**src/rtl/dma2ch_engine.sv**
```systemverilog
module dma2ch_engine #(
  parameter int AW = 32,
  parameter int CW = 16
) (
  input  logic          clk,
  input  logic          rst_n,
  input  logic          reg_wr,
  input  logic [3:0]    reg_addr,
  input  logic [31:0]   reg_wdata,
  output logic [31:0]   reg_rdata,
  input  logic [1:0]    xreq_n,
  output logic          mem_rd,
  output logic          mem_wr,
  output logic [AW-1:0] mem_addr,
  output logic [1:0]    mem_size,
  output logic [31:0]   mem_wdata,
  input  logic [31:0]   mem_rdata,
  output logic [1:0]    irq
);
  localparam int CTLW = 12;
  localparam logic [1:0] M_SINGLE = 2'd0;
  localparam logic [1:0] M_DEMAND = 2'd2;
  typedef enum logic [1:0] {S_IDLE, S_RD, S_WR} st_t;

  logic [AW-1:0]   src [2];
  logic [AW-1:0]   dst [2];
  logic [CW-1:0]   cnt [2];
  logic [CTLW-1:0] ctl [2];
  logic [1:0] done, pend, sy1, sy2, sy3, go;
  st_t        st;
  logic       ch;
  logic [1:0] beat;

  always_comb
    for (int c = 0; c < 2; c++)
      go[c] = ctl[c][0] && (cnt[c] != '0) &&
              ((ctl[c][8:7] == M_DEMAND) ? sy2[c] : pend[c]);

  wire [CTLW-1:0] cc   = ctl[ch];
  wire [1:0]      csz  = cc[2:1];
  wire [AW-1:0]   stp  = AW'(1) << csz;
  wire            last = cnt[ch] == CW'(1);
  wire            gend = !cc[9] || beat == 2'd3;

  function automatic logic [AW-1:0] nxt(input logic [AW-1:0] a, input logic dn,
                                        input logic fx, input logic [AW-1:0] s);
    return fx ? a : (dn ? a - s : a + s);
  endfunction

  assign mem_rd    = st == S_RD;
  assign mem_wr    = st == S_WR;
  assign mem_addr  = mem_wr ? dst[ch] : src[ch];
  assign mem_size  = csz;
  assign mem_wdata = (csz == 2'd0) ? {24'b0, mem_rdata[7:0]} :
                     (csz == 2'd1) ? {16'b0, mem_rdata[15:0]} : mem_rdata;
  assign irq       = done & {ctl[1][11], ctl[0][11]};

  always_comb begin
    reg_rdata = '0;
    if (reg_addr == 4'h8) reg_rdata = {30'b0, done};
    else if (!reg_addr[3])
      case (reg_addr[1:0])
        2'd0:    reg_rdata = 32'(src[reg_addr[2]]);
        2'd1:    reg_rdata = 32'(dst[reg_addr[2]]);
        2'd2:    reg_rdata = 32'(cnt[reg_addr[2]]);
        default: reg_rdata = 32'(ctl[reg_addr[2]]);
      endcase
  end

  always_ff @(posedge clk) begin
    if (!rst_n) begin
      for (int c = 0; c < 2; c++) begin
        src[c] <= '0; dst[c] <= '0; cnt[c] <= '0; ctl[c] <= '0;
      end
      done <= '0; pend <= '0; sy1 <= '0; sy2 <= '0; sy3 <= '0;
      st <= S_IDLE; ch <= 1'b0; beat <= '0;
    end else begin
      sy1 <= ~xreq_n; sy2 <= sy1; sy3 <= sy2;
      if (reg_wr) begin
        if (reg_addr == 4'h8) done <= done & ~reg_wdata[1:0];
        else if (!reg_addr[3])
          case (reg_addr[1:0])
            2'd0: src[reg_addr[2]] <= reg_wdata[AW-1:0];
            2'd1: dst[reg_addr[2]] <= reg_wdata[AW-1:0];
            2'd2: cnt[reg_addr[2]] <= reg_wdata[CW-1:0];
            default: begin
              ctl[reg_addr[2]] <= reg_wdata[CTLW-1:0];
              if (reg_wdata[0] && !reg_wdata[10]) pend[reg_addr[2]] <= 1'b1;
            end
          endcase
      end
      for (int c = 0; c < 2; c++)
        if (ctl[c][0] && ctl[c][10] && sy2[c] && !sy3[c]) pend[c] <= 1'b1;
      case (st)
        S_IDLE: begin
          beat <= '0;
          if (go[0])      begin ch <= 1'b0; st <= S_RD; end
          else if (go[1]) begin ch <= 1'b1; st <= S_RD; end
        end
        S_RD: st <= S_WR;
        default: begin
          cnt[ch] <= cnt[ch] - CW'(1);
          src[ch] <= nxt(src[ch], cc[3], cc[5], stp);
          dst[ch] <= nxt(dst[ch], cc[4], cc[6], stp);
          if (last) begin
            ctl[ch][0] <= 1'b0; done[ch] <= 1'b1; pend[ch] <= 1'b0; st <= S_IDLE;
          end else if (gend) begin
            if (cc[8:7] == M_SINGLE) pend[ch] <= 1'b0;
            st <= S_IDLE;
          end else begin
            beat <= beat + 2'd1; st <= S_RD;
          end
        end
      endcase
    end
  end
endmodule

```
**config.mk**
```make
export PLATFORM = sky130hd
export DESIGN_NAME = dma2ch_engine
export DESIGN_NICKNAME = d
export VERILOG_FILES = /design/src/rtl/dma2ch_engine.sv
export SDC_FILE = /design/constraint.sdc
export NUM_CORES = 1
export LEC_CHECK = 0
export BUFFER_PORTS_ARGS = -buffer_cell sky130_fd_sc_hd__buf_2
export CORE_UTILIZATION = 50
export DETAILED_ROUTE_END_ITERATION = 8
export PLACE_DENSITY = 0.72
export SYNTH_ARGS = -nofsm -noshare
export SYNTH_HDL_FRONTEND = slang
export SYNTH_SLANG_ARGS = --single-unit
export TNS_END_PERCENT = 20
```
**constraint.sdc**
```tcl
create_clock -name clk -period 5.8 [get_ports clk]
set_input_delay 0.29 -clock clk [delete_from_list [all_inputs] [get_ports clk]]
set_output_delay 0.29 -clock clk [all_outputs]
set_load 0.02 [all_outputs]
```
==> reports/summary.txt <==
CTS root buf: clkbuf_16
Initial core utilization: 51.37%
Post-synth ARST share: 0%
Hold depth: 2
Cell Count, Final, Fillers Out: 2130
CP cell instances: mux2i_2 -> buf_4 -> nand2_1 -> inv_1 -> ha_1 -> inv_1 -> fa_1 -> a211oi_2 -> o21bai_1 -> o41a_1 -> a221oi_4 -> o21ai_2 -> a311oi_2 -> o21ai_1 -> xor2_1 -> mux2i_1 -> o22ai_1
Fin Setup TNS: 0 ps
Die Area: 0.03148 mm²
Ant diodes: 0
Port buffer count: 158
Dpl hpwl: 37.20 mm
Post-Syn Area per Cell: 9.439 µm²
CP max stage delay: 630 ps
CTS tree: yes
CTS resizes: 0
CP required: 5980 ps
Count leader, synth: edfxtp_1
Worst path bufs/invs: 3
Layout cells sized above 1: 19.02%
Worst Hold Launch: reg_wdata[7]
Grt ovf: 0
Post-route DRC violation count: 0
Routed wl met3: 6.326 mm
Routed WL: 52.72 mm
Pwr Total: 3.871 mW
Hold slack: 170.5 ps
Fin. max-slew vios: 0
Fillcell total: 2666
Ys flop type: edfxtp_1
Clk sink count: 200
RSZ-0062 raised after global routing: no
Wl on met1: 21.72 mm
H-tree depth: 4
Die W: 177.4 µm
Synthesis-stage register bit count: 200
Final setup fails: 0
Fin crit share: 84.20%
Final worst setup slack: 916.3 ps
Commonest cells post-synth: 182 x edfxtp_1, 152 x nand2_1, 135 x nor2_1
Clock Tree Buf Depth: 2
Worst-Margin Slew: 1216 ps
Startpoint Class: flop
WL met2: 23.03 mm
Io pins: 175
Area grow syn2layout: 11.51%
Final min period: 4884 ps
FMAX: 204.8 MHz
Post-Route Utilization: 57.28%
Highest metal used: met4
Initial antenna violation count: 0
Gpl congestion: 0.9430
Post-CTS setup buffer count: 0
Synth top area share: 35.52%
Worst Reg-to-Reg Cells: 17
TritonRoute pass-1 iters: 6
Top delay family on crit path: compound AO/OA/AOI/OAI gates
Critical Path Fanout Max: 24
# nets final: 1867
Pre-CTS WS: 1006 ps
Via density: 6.608
Antenna-violating nets left: 0
CTS Buf Count: 17
Outcome: finished, final reports clean
Clock-pin slew on the worst setup and hold paths: 90 ps
Leak: 6.900 nW
EDFF count, synth: 182
# hold bufs at CTS: 2
Yosys warns: 0
Finished Cell Area: 0.01716 mm²
RR Endpoint: src[0][30]$_DFFE_PP_
WP data arrival: 5060 ps
Placed insts: 2096
Cell area after synthesis: 0.01539 mm²
Netlist cell types: 65
Synth area leader: edfxtp_1
CP max stage cell: dfxtp_4
Post-DP Area: 0.01650 mm²
PD cells: 225.6 mW/mm²
Worst IR Drop VDD: 0.1803 mV
Register area share after synthesis: 37.86%
Die span in y: 177.4 µm
Clk Latency, worst-skew pair: 460 ps
First-pass GRT wire length: 78.38 mm
Post-Route Skew: 13.76 ps
Syn Inst Count: 1630
Mapped Nets: 1770
Hold EP: ctl[1][7]$_SDFFCE_PN0P_
Vias after detailed routing: 14070
Rows: 63
Final Hold Vio Count: 0
Crit path kind: reg -> reg
Largest cells by area after synthesis: edfxtp_1 36%, mux4_2 6.3%, ha_1 5.3%, mux2i_1 5.3%, o22ai_1 4.8%
Initial DRC count: 1804
WL/cell: 24.75 µm
Maxcap violations: 0
Worst hold path type: in -> reg
GR Util All Layers: 33.39%
Crit path capture type: flop
Critical Path Most Common Cell: inv_1
Largest net degree at the start of global routing: 71
Rel. slew slack: 18.71%
Flop-to-flop setup slack: 920 ps
Core box area: 0.02995 mm²
Vias in the first global route: 13130
## layer usage
metal | track usage (%) | up-vias
met1 | 47.59 | 6718
met5 | 0 | -
met4 | 11.54 | 0
met2 | 50.21 | 922
met3 | 6.919 | 125
li1 | - | 6309
## cell type report
cell class / instances / area, µm² / share of cell area (%)
well taps: 390 / 488.0 / 2.844
multi-input cells: 1274 / 8999 / 52.45
clock inverters: 14 / 185.2 / 1.079
clock buffers: 18 / 450.4 / 2.625
flip-flops and latches: 200 / 5829 / 33.98
repair buffers: 188 / 1033 / 6.023
inverters: 46 / 172.7 / 1.006
## flip-flops by register name (all words and copies together) (netlist names), named ones only
name / count
cnt: 32
ctl: 24
beat: 2
pend: 2
st: 2
done: 2
sy1: 2
dst: 64
sy2: 2
src: 64
ch: 1
sy3: 2
## power by group
part	internal (mW)	leakage (nW)	total, mW	switching (mW)
logic	0.327	4.64	0.891	0.564
registers	1.64	1.95	1.69	0.0510
clock network	0.624	0.311	1.29	0.668
## worst max-delay path by stage
stage | to | cells past startpoint | slack, ps
global route | src[0][30]$_DFFE_PP_ | 17 | 590
global placement | src[0][30]$_DFFE_PP_ | 17 | 1080
CTS | src[0][30]$_DFFE_PP_ | 17 | 960
finish | src[0][30]$_DFFE_PP_ | 17 | 920
floorplan | src[0][30]$_DFFE_PP_ | 21 | 920
detailed placement | src[0][30]$_DFFE_PP_ | 17 | 1010
## cells in the final DEF (no fill, tap or decap), drive strengths merged, types with 31 or more instances in the layout
| master | Yosys | final |
|---|---|---|
| buf | 27 | 186 |
| edfxtp | 182 | 182 |
| nand2 | 152 | 152 |
| nor2 | 135 | 135 |
| o22ai | 118 | 118 |
| o21ai | 114 | 114 |
| a21oi | 109 | 109 |
| mux2i | 81 | 81 |
| ha | 65 | 65 |
| inv | 45 | 55 |
| nor2b | 54 | 54 |
| mux2 | 43 | 43 |
| mux4 | 43 | 43 |
| nand3 | 43 | 43 |
| and2 | 40 | 40 |
| xnor2 | 37 | 37 |
| xor2 | 31 | 31 |
## logic make-up after synthesis
family                     Yosys count  synth area share [%]
muxes                              167                 14.71
xor gates and xnor gates            68                 3.871
adders and majority gates           67                 5.546
and+or+nand+nor                    518                 16.07
AOI/OAI and AO/OA                  454                 17.88
buffers and inverters              156                 4.058
DFF                                200                 37.86
## worst reg2reg max path, delay by kind of cell (launching register included)
kind,cells,cell delay (ps)
buffers and inverters,3,450
AO/OA/AOI/OAI,8,2060
adder cells (fa/ha/maj),2,610
AND/OR/NAND/NOR,1,220
flip-flops,1,630
XOR/XNOR,1,150
multiplexers,2,480
(Power assumes the default switching activity.)
